==> config.mk <==
export PLATFORM = sky130hd
export DESIGN_NAME = issue_arbiter
export DESIGN_NICKNAME = d
export VERILOG_FILES = /design/src/rtl/issue_arb_pkg.sv /design/src/rtl/issue_rr_pick.sv /design/src/rtl/issue_class_arb.sv /design/src/rtl/issue_arbiter.sv
export SDC_FILE = /design/constraint.sdc
export NUM_CORES = 1
export LEC_CHECK = 0
export CAP_MARGIN = 40
export CORE_UTILIZATION = 51
export CTS_CLUSTER_SIZE = 40
export DETAILED_ROUTE_END_ITERATION = 6
export HOLD_SLACK_MARGIN = 0.12
export PLACE_DENSITY = 0.85
export SYNTH_ARGS = -nofsm -noshare
export SYNTH_HDL_FRONTEND = slang
export SYNTH_HIERARCHICAL = 1
export SYNTH_SLANG_ARGS = --single-unit
==> constraint.sdc <==
create_clock -name clk -period 19.65 [get_ports clk]
set_input_delay 5.895 -clock clk [delete_from_list [all_inputs] [get_ports clk]]
set_output_delay 5.895 -clock clk [all_outputs]
set_load 0.01 [all_outputs]
==> src/rtl/issue_arb_pkg.sv <==
package issue_arb_pkg;

  typedef enum logic [1:0] {
    CLS_FP   = 2'd0,
    CLS_BR   = 2'd1,
    CLS_SEND = 2'd2,
    CLS_RSVD = 2'd3
  } iclass_e;

  localparam int NUM_SLOTS   = 4;
  localparam int NUM_CLASSES = 3;
  localparam int SLOT_FP0    = 0;
  localparam int SLOT_FP1    = 1;
  localparam int SLOT_BR     = 2;
  localparam int SLOT_SEND   = 3;

  // number of issue lanes owned by a class
  function automatic int lanes_of(input int cls);
    return (cls == int'(CLS_FP)) ? 2 : 1;
  endfunction

  // first slot index owned by a class
  function automatic int base_of(input int cls);
    return (cls == int'(CLS_FP)) ? SLOT_FP0 : cls + 1;
  endfunction

  // class code served by a slot
  function automatic logic [1:0] class_of_slot(input int slot);
    if (slot == SLOT_FP0 || slot == SLOT_FP1) return CLS_FP;
    if (slot == SLOT_BR) return CLS_BR;
    return CLS_SEND;
  endfunction

endpackage

==> src/rtl/issue_rr_pick.sv <==
// Rotating first-set finder: returns the first set request at or after start.
module issue_rr_pick #(
  parameter int N  = 7,
  parameter int TW = $clog2(N)
) (
  input  logic [N-1:0]  req,
  input  logic [TW-1:0] start,
  output logic          found,
  output logic [TW-1:0] idx
);

  logic [TW:0] k;

  always_comb begin
    found = 1'b0;
    idx   = '0;
    k     = '0;
    for (int i = 0; i < N; i++) begin
      k = {1'b0, start} + (TW+1)'(i);
      if (k >= (TW+1)'(N)) k = k - (TW+1)'(N);
      if (!found && req[k[TW-1:0]]) begin
        found = 1'b1;
        idx   = k[TW-1:0];
      end
    end
  end

endmodule

==> src/rtl/issue_class_arb.sv <==
// One instruction class: rotating pointer, one or two issue lanes.
module issue_class_arb #(
  parameter int N  = 7,
  parameter int TW = $clog2(N),
  parameter int NG = 1
) (
  input  logic                  clk,
  input  logic                  rst_n,
  input  logic [N-1:0]          req,
  input  logic [NG-1:0]         lane_rdy,
  output logic [NG-1:0]         lane_vld,
  output logic [NG-1:0][TW-1:0] lane_tid,
  output logic [N-1:0]          gnt
);

  logic [TW-1:0] ptr_q, ptr_d;
  logic          f0;
  logic [TW-1:0] i0;
  logic [TW-1:0] last_idx;
  logic          any_gnt;

  issue_rr_pick #(.N(N), .TW(TW)) u_pick0 (
    .req(req), .start(ptr_q), .found(f0), .idx(i0)
  );

  generate
    if (NG == 2) begin : g_dual
      logic [N-1:0]  req1;
      logic          f1;
      logic [TW-1:0] i1;

      always_comb begin
        req1 = req;
        if (f0) req1[i0] = 1'b0;
      end

      issue_rr_pick #(.N(N), .TW(TW)) u_pick1 (
        .req(req1), .start(ptr_q), .found(f1), .idx(i1)
      );

      // lower-numbered ready lane takes the first pick
      always_comb begin
        lane_vld = '0;
        lane_tid = '0;
        last_idx = i0;
        if (lane_rdy[0] && lane_rdy[1]) begin
          lane_vld[0] = f0;
          lane_tid[0] = f0 ? i0 : '0;
          lane_vld[1] = f1;
          lane_tid[1] = f1 ? i1 : '0;
          if (f1) last_idx = i1;
        end else if (lane_rdy[0]) begin
          lane_vld[0] = f0;
          lane_tid[0] = f0 ? i0 : '0;
        end else if (lane_rdy[1]) begin
          lane_vld[1] = f0;
          lane_tid[1] = f0 ? i0 : '0;
        end
      end

      // second lane only used when the first is used or unavailable
      a_r5_lane_order: assert property (@(posedge clk) disable iff (!rst_n)
        lane_vld[1] |-> (lane_vld[0] || !lane_rdy[0]));
    end else begin : g_single
      always_comb begin
        lane_vld[0] = lane_rdy[0] && f0;
        lane_tid[0] = (lane_rdy[0] && f0) ? i0 : '0;
        last_idx    = i0;
      end
    end
  endgenerate

  assign any_gnt = |lane_vld;

  always_comb begin
    gnt = '0;
    for (int l = 0; l < NG; l++)
      if (lane_vld[l]) gnt[lane_tid[l]] = 1'b1;
  end

  always_comb begin
    ptr_d = ptr_q;
    if (any_gnt) ptr_d = (last_idx == TW'(N-1)) ? '0 : last_idx + TW'(1);
  end

  always_ff @(posedge clk) begin
    if (!rst_n) ptr_q <= '0;
    else        ptr_q <= ptr_d;
  end

  // a lane never issues while its pipe is not ready
  a_r4_lane_needs_ready: assert property (@(posedge clk) disable iff (!rst_n)
    (lane_vld & ~lane_rdy) == '0);

  // some issue happens whenever a lane is ready and a thread requests
  a_r10_work_conserving: assert property (@(posedge clk) disable iff (!rst_n)
    ((|lane_rdy) && (|req)) |-> (|lane_vld));

  // the thread at the pointer wins whenever the class issues and it requests
  a_r6_pointer_first: assert property (@(posedge clk) disable iff (!rst_n)
    (any_gnt && req[ptr_q]) |-> gnt[ptr_q]);

  // grants never exceed requests
  a_r3_grant_subset: assert property (@(posedge clk) disable iff (!rst_n)
    (gnt & ~req) == '0);

endmodule

==> src/rtl/issue_arbiter.sv <==
module issue_arbiter
  import issue_arb_pkg::*;
#(
  parameter  int NUM_THREADS = 7,
  parameter  int PAYLOAD_W   = 32,
  localparam int TID_W       = $clog2(NUM_THREADS)
) (
  input  logic                                  clk,
  input  logic                                  rst_n,
  input  logic [NUM_THREADS-1:0]                thr_valid,
  input  logic [NUM_THREADS-1:0][1:0]           thr_class,
  input  logic [NUM_THREADS-1:0][PAYLOAD_W-1:0] thr_payload,
  output logic [NUM_THREADS-1:0]                thr_accept,
  input  logic [3:0]                            slot_ready,
  output logic [3:0]                            slot_valid,
  output logic [3:0][TID_W-1:0]                 slot_tid,
  output logic [3:0][PAYLOAD_W-1:0]             slot_payload
);

  localparam int N = NUM_THREADS;

  logic [NUM_CLASSES-1:0][N-1:0] cls_gnt;

  generate
    for (genvar c = 0; c < NUM_CLASSES; c++) begin : g_cls
      localparam int NG   = lanes_of(c);
      localparam int BASE = base_of(c);
      logic [N-1:0] req;

      always_comb begin
        for (int t = 0; t < N; t++)
          req[t] = thr_valid[t] && (thr_class[t] == 2'(c));
      end

      issue_class_arb #(.N(N), .TW(TID_W), .NG(NG)) u_arb (
        .clk      (clk),
        .rst_n    (rst_n),
        .req      (req),
        .lane_rdy (slot_ready[BASE +: NG]),
        .lane_vld (slot_valid[BASE +: NG]),
        .lane_tid (slot_tid[BASE +: NG]),
        .gnt      (cls_gnt[c])
      );
    end
  endgenerate

  always_comb begin
    thr_accept = '0;
    for (int c = 0; c < NUM_CLASSES; c++) thr_accept = thr_accept | cls_gnt[c];
  end

  always_comb begin
    for (int s = 0; s < NUM_SLOTS; s++)
      slot_payload[s] = slot_valid[s] ? thr_payload[slot_tid[s]] : '0;
  end

  // ---------------------------------------------------------------- checks
  logic [N-1:0] avail;
  logic [N-1:0][TID_W:0] wait_q;

  always_comb begin
    for (int t = 0; t < N; t++) begin
      unique case (thr_class[t])
        CLS_FP:   avail[t] = slot_ready[SLOT_FP0] || slot_ready[SLOT_FP1];
        CLS_BR:   avail[t] = slot_ready[SLOT_BR];
        CLS_SEND: avail[t] = slot_ready[SLOT_SEND];
        default:  avail[t] = 1'b0;
      endcase
    end
  end

  always_ff @(posedge clk) begin
    for (int t = 0; t < N; t++) begin
      if (!rst_n || !thr_valid[t] || thr_accept[t] || !avail[t])
        wait_q[t] <= '0;
      else if (wait_q[t] != '1)
        wait_q[t] <= wait_q[t] + 1'b1;
    end
  end

  generate
    for (genvar t = 0; t < N; t++) begin : g_thr_chk
      // no thread waits N ready cycles
      a_r8_no_starve: assert property (@(posedge clk) disable iff (!rst_n)
        int'(wait_q[t]) < N);
    end
    for (genvar s = 0; s < NUM_SLOTS; s++) begin : g_slot_chk
      // a slot only carries an offered instruction of its own class
      a_r2_class_route: assert property (@(posedge clk) disable iff (!rst_n)
        slot_valid[s] |-> (thr_valid[slot_tid[s]] &&
                           thr_class[slot_tid[s]] == class_of_slot(s)));
      // accept strobe of the carried thread is raised
      a_r7_tid_accepted: assert property (@(posedge clk) disable iff (!rst_n)
        slot_valid[s] |-> thr_accept[slot_tid[s]]);
      for (genvar u = s + 1; u < NUM_SLOTS; u++) begin : g_pair
        // no thread on two slots
        a_r3_distinct_tid: assert property (@(posedge clk) disable iff (!rst_n)
          (slot_valid[s] && slot_valid[u]) |-> (slot_tid[s] != slot_tid[u]));
      end
    end
  endgenerate

  // one accept per issued slot
  a_r9_accept_count: assert property (@(posedge clk) disable iff (!rst_n)
    $countones(thr_accept) == $countones(slot_valid));

endmodule

# [Word-level counts from Yosys, hierarchy flattened]
# Index checks and enable logic that the tools add are counted.
[op_classes] n_reduce_logical=85 n_lt_le_gt_ge=52 n_mux=177 n_eq_ne=17 addsub=42 n_div=0 mul=0 bitwise_logic=5 n_shift=0
[op_table] op="binary-select mux 32 bit (select 3 bit)" count=4
[op_table] op="two-way mux 32 bit" count=8
[op_table] op="two-way mux 3 bit" count=61
[op_table] op="< comparator 3 x 4 -> 1 bit (second input constant)" count=26
[op_table] op="binary-select mux 1 bit (select 3 bit)" count=28
[op_table] op="greater-or-equal comparator 4 x 3 -> 1 bit (second input constant)" count=18
[op_table] op="two-way mux 1 bit" count=64
[op_table] op="subtractor 3 bit (second input constant)" count=21
[op_table] op="logical AND 1 bit" count=53
[op_table] op="adder 3 x 3 -> 4 bit (second input constant)" count=9
[op_table] op="two-way mux 7 bit" count=5
[op_table] op="adder 3 x 2 -> 4 bit (second input constant)" count=6
[op_table] op="logical NOT 1 bit" count=24
[op_table] op="OR 7 bit" count=3
[op_table] op="demux 1 bit (select 3 bit)" count=5
[op_table] op="greater-or-equal comparator 3 x 1 -> 1 bit (second input constant)" count=5
[op_table] op="equality test 2 x 1 -> 1 bit (second input constant)" count=7
[op_table] op="equality test 2 bit (second input constant)" count=7
[op_table] op="logical NOT 2 bit" count=7
[op_table] op="adder 3 x 1 -> 4 bit (second input constant)" count=3
[op_table] op="adder 3 x 1 -> 3 bit (second input constant)" count=3
[op_table] op="equality test 3 bit (second input constant)" count=3
[op_table] op="greater-or-equal comparator 3 bit (second input constant)" count=3
[op_table] op="AND 7 bit" count=1
[op_table] op="other kinds (4)" count=4
[word_totals] register_bits=9 mem_bits_ro=0 latch_bits=0 mem_bits_rw=0 wordCells=381 output_inout_bits=151 mem_count=0 inputBits=251

# [Logic depth before layout (Yosys ltp)]
[depth] depth_word=62 depth_mapped=32 mapped_depth_nobuf=28

# [By module]
# Netlist, hierarchy kept.
[modules_own_cells] module="issue_arbiter" n_inst=1 cells_per_inst=727 area_per_inst_um2=7478.4 seq_area_each_um2=0.0
[modules_own_cells] module="issue_rr_pick" n_inst=4 cells_per_inst=187 area_per_inst_um2=1435.1 seq_area_each_um2=0.0
[modules_own_cells] module="issue_class_arb (g_cls[0].u_arb)" n_inst=1 cells_per_inst=71 area_per_inst_um2=506.7 seq_area_each_um2=60.1
[modules_own_cells] module="issue_class_arb (g_cls[1].u_arb)" n_inst=1 cells_per_inst=35 area_per_inst_um2=245.2 seq_area_each_um2=60.1
[modules_own_cells] module="issue_class_arb (g_cls[2].u_arb)" n_inst=1 cells_per_inst=30 area_per_inst_um2=219.0 seq_area_each_um2=60.1

# [Least setup slack after synthesis]
# Ideal clock, no wire load.
[synth_path] kind="input to output" start="in thr_class[9] (netlist name)" end="out slot_payload[38] (netlist name)" path_stages=25 path_slack_ns=1.753 t_arrival_ns=12.002 path_buffers=1 required_ns=13.755 path_cell_list="nor3b_1 -> or3b_2 -> a21oi_1 -> o22a_1 -> a221oi_1 -> o21ai_0 -> nand2_1 -> mux2_2 -> o211ai_1 -> nand2b_1 -> o21a_1 -> or3b_2 -> a21oi_1 -> o22a_1 -> a221oi_1 -> o21ai_0 -> nand2_1 -> mux2_2 -> o211ai_1 -> nand3_1 -> o21a_1 -> nor2b_1 -> buf_2 -> mux4_2 -> o211a_1"
[synth_lines] element="start, declared" line_no="issue_arbiter.sv:11" source="input logic [NUM_THREADS-1:0][1:0] thr_class,"
[synth_lines] element="end, declared" line_no="issue_arbiter.sv:17" source="output logic [3:0][PAYLOAD_W-1:0] slot_payload"

==> metrics.md <==
| Metric | Value |
|---|---|
| Critical Path End Type | `primary output` |
| Slowest cell on crit path | `sky130_fd_sc_hd__mux4_2` |
| Final setup vio count | `0` |
| Crit Reg-Reg Startpoint | `g_cls[0].u_arb/ptr_q[0]$_SDFFE_PN0P_` |
| Via total after detailed routing | `around 17000` |
| Crit path buf inv count | `4` |
| Hold violation total from the final report | `0` |
| Total iterations of the first detailed-routing run | `6` |
| Slew headroom | `42.71%` |
| Uppermost layer routed | `met5` |
| Worst Max-Slew Pin Slew | `856.2 ps` |
| Clock Sink Count | `9` |
| Layout Skew | `between 3 and 4 ps` |
| Dpl ws | `just over 500 ps` |
| Fin crit share | `97.79%` |
| Crit path from | `thr_valid[5]` |
| RePlAce Congestion | `0.9862` |
| Type of element launching the critical path | `input port` |
| Metal1 wirelength | `22.71 mm` |
| Top cell family by delay on the critical path | `compound AO/OA/AOI/OAI gates` |
| Floorplan die height | `between 150 and 200 um` |
| Synth async-reset ratio | `0%` |
| Standard cell area after detailed placement | `18350 um2` |
| Most common cell in the synthesized netlist | `sky130_fd_sc_hd__mux2i_1` |
| Required time of the worst setup path | `13750 ps` |
| Total Nets Final | `approximately 2200` |
| Placeable core area | `27100 um2` |
| Via count of the first global-routing pass | `15850` |
| Result of the run | `complete, no violations` |
| Number of buffers inserted by post-CTS setup repair | `0` |
| Number of nets in the synthesized netlist | `approximately 1900` |
| Wire per inst | `27.15 um` |
| Average via count per standard cell | `7.337` |
| Total of warnings raised by yosys | `6` |
| Final TNS setup | `0 ps` |
| Largest stage delay on the critical path | `650 ps` |
| # H-tree levels | `1` |
| Hold Worst Slack | `between 700 and 800 ps` |
| Number of buffers added by the clock tree synthesis step | `3` |
| Flop and latch count out of synthesis | `9` |
| Area share of the largest cell type after synthesis | `22.22%` |
| Post-synth top area cell | `sky130_fd_sc_hd__mux4_2` |
| Number of unique standard cell types used by synthesis | `76` |
| Residual DRC count | `0` |
| Flip-flop cell with the highest count after synthesis | `sky130_fd_sc_hd__dfxtp_1` |
| Register area | `180.2 um2` |
| Hold crit path type | `reg2reg` |
| FF-to-FF path depth | `23` |
| Arr. time, crit path | `approximately 13000 ps` |
| Final Critical Period | `roughly 19000 ps` |
| Pins over their slew limit | `0` |
| Number of flip-flops under the largest register name | `9` |
| Die X | `168.8 um` |
| 1st-iter DRT viols | `2471` |
| Total wirelength of the detailed-routed design | `approximately 62 mm` |
| Final setup slack of the worst path | `433.9 ps` |
| Filler cell count | `between 2000 and 2500` |
| Synthesized area divided by synthesized cell count | `8.808 um2` |
| CTS tree | `done` |
| Sequential share of the synthesized area | `1.270%` |
| Clock tree buffer depth | `2` |
| Number of max-capacitance violations reported | `0` |
| Area used by multi-input combinational logic | `12970 um2` |
| Area of the die | `28500 um2` |
| Number of I/O pins | `402` |
| Placement Rows | `60` |
| Overall overflow remaining after global route | `0` |
| Gate Count Post-Synth | `1611` |
| Top cells by area in the synthesized netlist | `sky130_fd_sc_hd__mux4_2 22%, sky130_fd_sc_hd__mux2i_1 14%, sky130_fd_sc_hd__o211a_1 6.5%` |
| Worst reg2reg setup slack | `12390 ps` |
| Routed wire length on met2 | `about 27 mm` |
| Global-route wire length before repair | `approximately 94 mm` |
| Area Overhead vs Synth | `30.27%` |
| Effective utilization at floorplan | `52.36%` |
| Pin count of the biggest net entering global routing | `67` |
| Post-synth design cell area | `14190 um2` |
| Number of enable-type register cells in the synthesized netlist | `0` |
| Instance count on the critical path | `27` |
| RSZ-0062 raised after global routing | `false` |
| Global-route total usage across every layer | `41.93%` |
| Max Clk Rate | `approximately 52 MHz` |
| Clock latency on the worst-skew pair | `about 240 ps` |
| Most common library cells after synthesis | `200 x sky130_fd_sc_hd__mux2i_1, 140 x sky130_fd_sc_hd__mux4_2, 92 x sky130_fd_sc_hd__o211a_1, 92 x sky130_fd_sc_hd__o221ai_1, 83 x sky130_fd_sc_hd__inv_1` |
| Final instance area | `~18000 um2` |
| Largest registers ranked by flip-flop count | `g_cls.u_arb/ptr_q x9` |
| Capture point of the critical path | `slot_payload[33]` |
| Share of post-route cells with drive strength above 1 | `14.83%` |
| Most frequent cell on the critical path | `sky130_fd_sc_hd__mux2_2` |
| Post-DRT Antenna Nets | `0` |
| Critical path fanouts, max | `66` |
| Reg-to-Reg End | `g_cls[0].u_arb/ptr_q[1]$_SDFFE_PN0P_` |
| Register ranked first by flip-flop count | `g_cls.u_arb/ptr_q` |
| Met3 wirelength from detailed routing | `8.328 mm` |
| Port Buffer Count | `401` |
| Initial antenna violation count | `23` |
| Buffer cell driving the clock tree root | `sky130_fd_sc_hd__clkbuf_16` |
| Final HPWL from detailed placement | `between 40 and 50 mm` |
| Type of the setup path with the least slack | `in2out` |
| Clock transition at the register clock pins on the worst setup and hold paths after CTS | `40 ps` |
==> per-layer routing <==
layer | track usage (%) | up-vias
met5 | 0 | -
met4 | 22.65 | 18
met3 | 12.27 | 298
met2 | 64.25 | 1276
met1 | 53.07 | 8031
li1 | - | 7201
==> layout by cell type, fill, tap and decap left out, types with 9 or more instances in the layout <==
cell type,instances
sky130_fd_sc_hd__nand4b_1,12
sky130_fd_sc_hd__o21ai_1,10
sky130_fd_sc_hd__ha_1,48
sky130_fd_sc_hd__nand2_1,67
sky130_fd_sc_hd__o21ai_0,69
sky130_fd_sc_hd__a2bb2oi_1,34
sky130_fd_sc_hd__nor3_1,16
sky130_fd_sc_hd__diode_2,19
sky130_fd_sc_hd__nor2b_1,21
sky130_fd_sc_hd__a21oi_1,67
sky130_fd_sc_hd__a211o_1,12
sky130_fd_sc_hd__dfxtp_1,9
sky130_fd_sc_hd__o21a_1,14
sky130_fd_sc_hd__inv_1,79
sky130_fd_sc_hd__o22ai_1,10
sky130_fd_sc_hd__o221ai_1,92
sky130_fd_sc_hd__xnor2_1,32
sky130_fd_sc_hd__buf_4,38
sky130_fd_sc_hd__and3b_1,11
sky130_fd_sc_hd__o211ai_1,16
sky130_fd_sc_hd__mux2_2,44
sky130_fd_sc_hd__a221oi_1,20
sky130_fd_sc_hd__mux2i_1,200
sky130_fd_sc_hd__nor3b_1,11
sky130_fd_sc_hd__nand2b_1,21
sky130_fd_sc_hd__o211a_1,92
sky130_fd_sc_hd__o31ai_1,10
sky130_fd_sc_hd__mux4_2,140
sky130_fd_sc_hd__nand3_1,24
sky130_fd_sc_hd__nor2_1,52
sky130_fd_sc_hd__and3_1,14
sky130_fd_sc_hd__o32ai_1,11
sky130_fd_sc_hd__clkdlybuf4s50_1,401
sky130_fd_sc_hd__or3_1,12
==> repair_timing <==
item	4_1_cts	5_1_grt
endpoints found under the setup margin	0	30
hold buffers	0	0
resized for setup	0	2
==> cell type report <==
cell class                      instances  share of cell area, %
Sequential cell                         9                 0.9747
Tap cell                              372                  2.518
Antenna cell                           19                 0.2572
Clock buffer                            4                 0.4264
Inverter                               84                  1.719
Multi-Input combinational cell       1360                  70.16
Timing Repair Buffer                  445                  23.95
==> tightest hold or removal path, stage by stage (launching register included) <==
cell and delay, ps:
sky130_fd_sc_hd__dfxtp_1 430, sky130_fd_sc_hd__a21oi_1 170, sky130_fd_sc_hd__a311oi_1 60
==> stage by stage <==
step / utilization [%] / std cells
6_report: 68.21 / 2293
5_1_grt: 68.14 / 2286
4_1_cts: 67.99 / 2274
3_5_place_dp: 67.70 / 2270
3_3_place_gp: 67.45 / 2267
2_1_floorplan: - / 1611
==> kinds of logic (layout without fill, tap and decap cells) <==
| kind of cell | count (synthesis) | after routing | synth area share, % |
|---|---|---|---|
| flip-flops | 9 | 9 | 1.270 |
| AO/OA/AOI/OAI | 546 | 546 | 30.02 |
| XOR/XNOR | 40 | 40 | 2.469 |
| buffers and inverters | 242 | 533 | 7.707 |
| AND/OR/NAND/NOR | 334 | 334 | 13.49 |
| adder cells (fa/ha/maj) | 52 | 52 | 4.797 |
| other | 0 | 19 | 0 |
| multiplexers | 388 | 388 | 40.24 |
==> how the worst min path moves through the flow <==
stage | startpoint | endpoint | slack, ps | cells after the start
3_5_place_dp | g_cls[2].u_arb/ptr_q[2]$_SDFFE_PN0P_ | g_cls[2].u_arb/ptr_q[2]$_SDFFE_PN0P_ | 680 | 2
4_1_cts | g_cls[1].u_arb/ptr_q[2]$_SDFFE_PN0P_ | g_cls[1].u_arb/ptr_q[2]$_SDFFE_PN0P_ | 700 | 2
2_1_floorplan | g_cls[1].u_arb/ptr_q[0]$_SDFFE_PN0P_ | g_cls[1].u_arb/ptr_q[0]$_SDFFE_PN0P_ | 490 | 2
6_report | g_cls[1].u_arb/ptr_q[2]$_SDFFE_PN0P_ | g_cls[1].u_arb/ptr_q[2]$_SDFFE_PN0P_ | 710 | 2
5_1_grt | g_cls[1].u_arb/ptr_q[2]$_SDFFE_PN0P_ | g_cls[1].u_arb/ptr_q[2]$_SDFFE_PN0P_ | 730 | 2
3_3_place_gp | g_cls[2].u_arb/ptr_q[2]$_SDFFE_PN0P_ | g_cls[2].u_arb/ptr_q[2]$_SDFFE_PN0P_ | 680 | 2
Power is left out: the tool's default activity adds up to more than one toggle a clock period on the data nets, which glitch-free logic cannot reach.
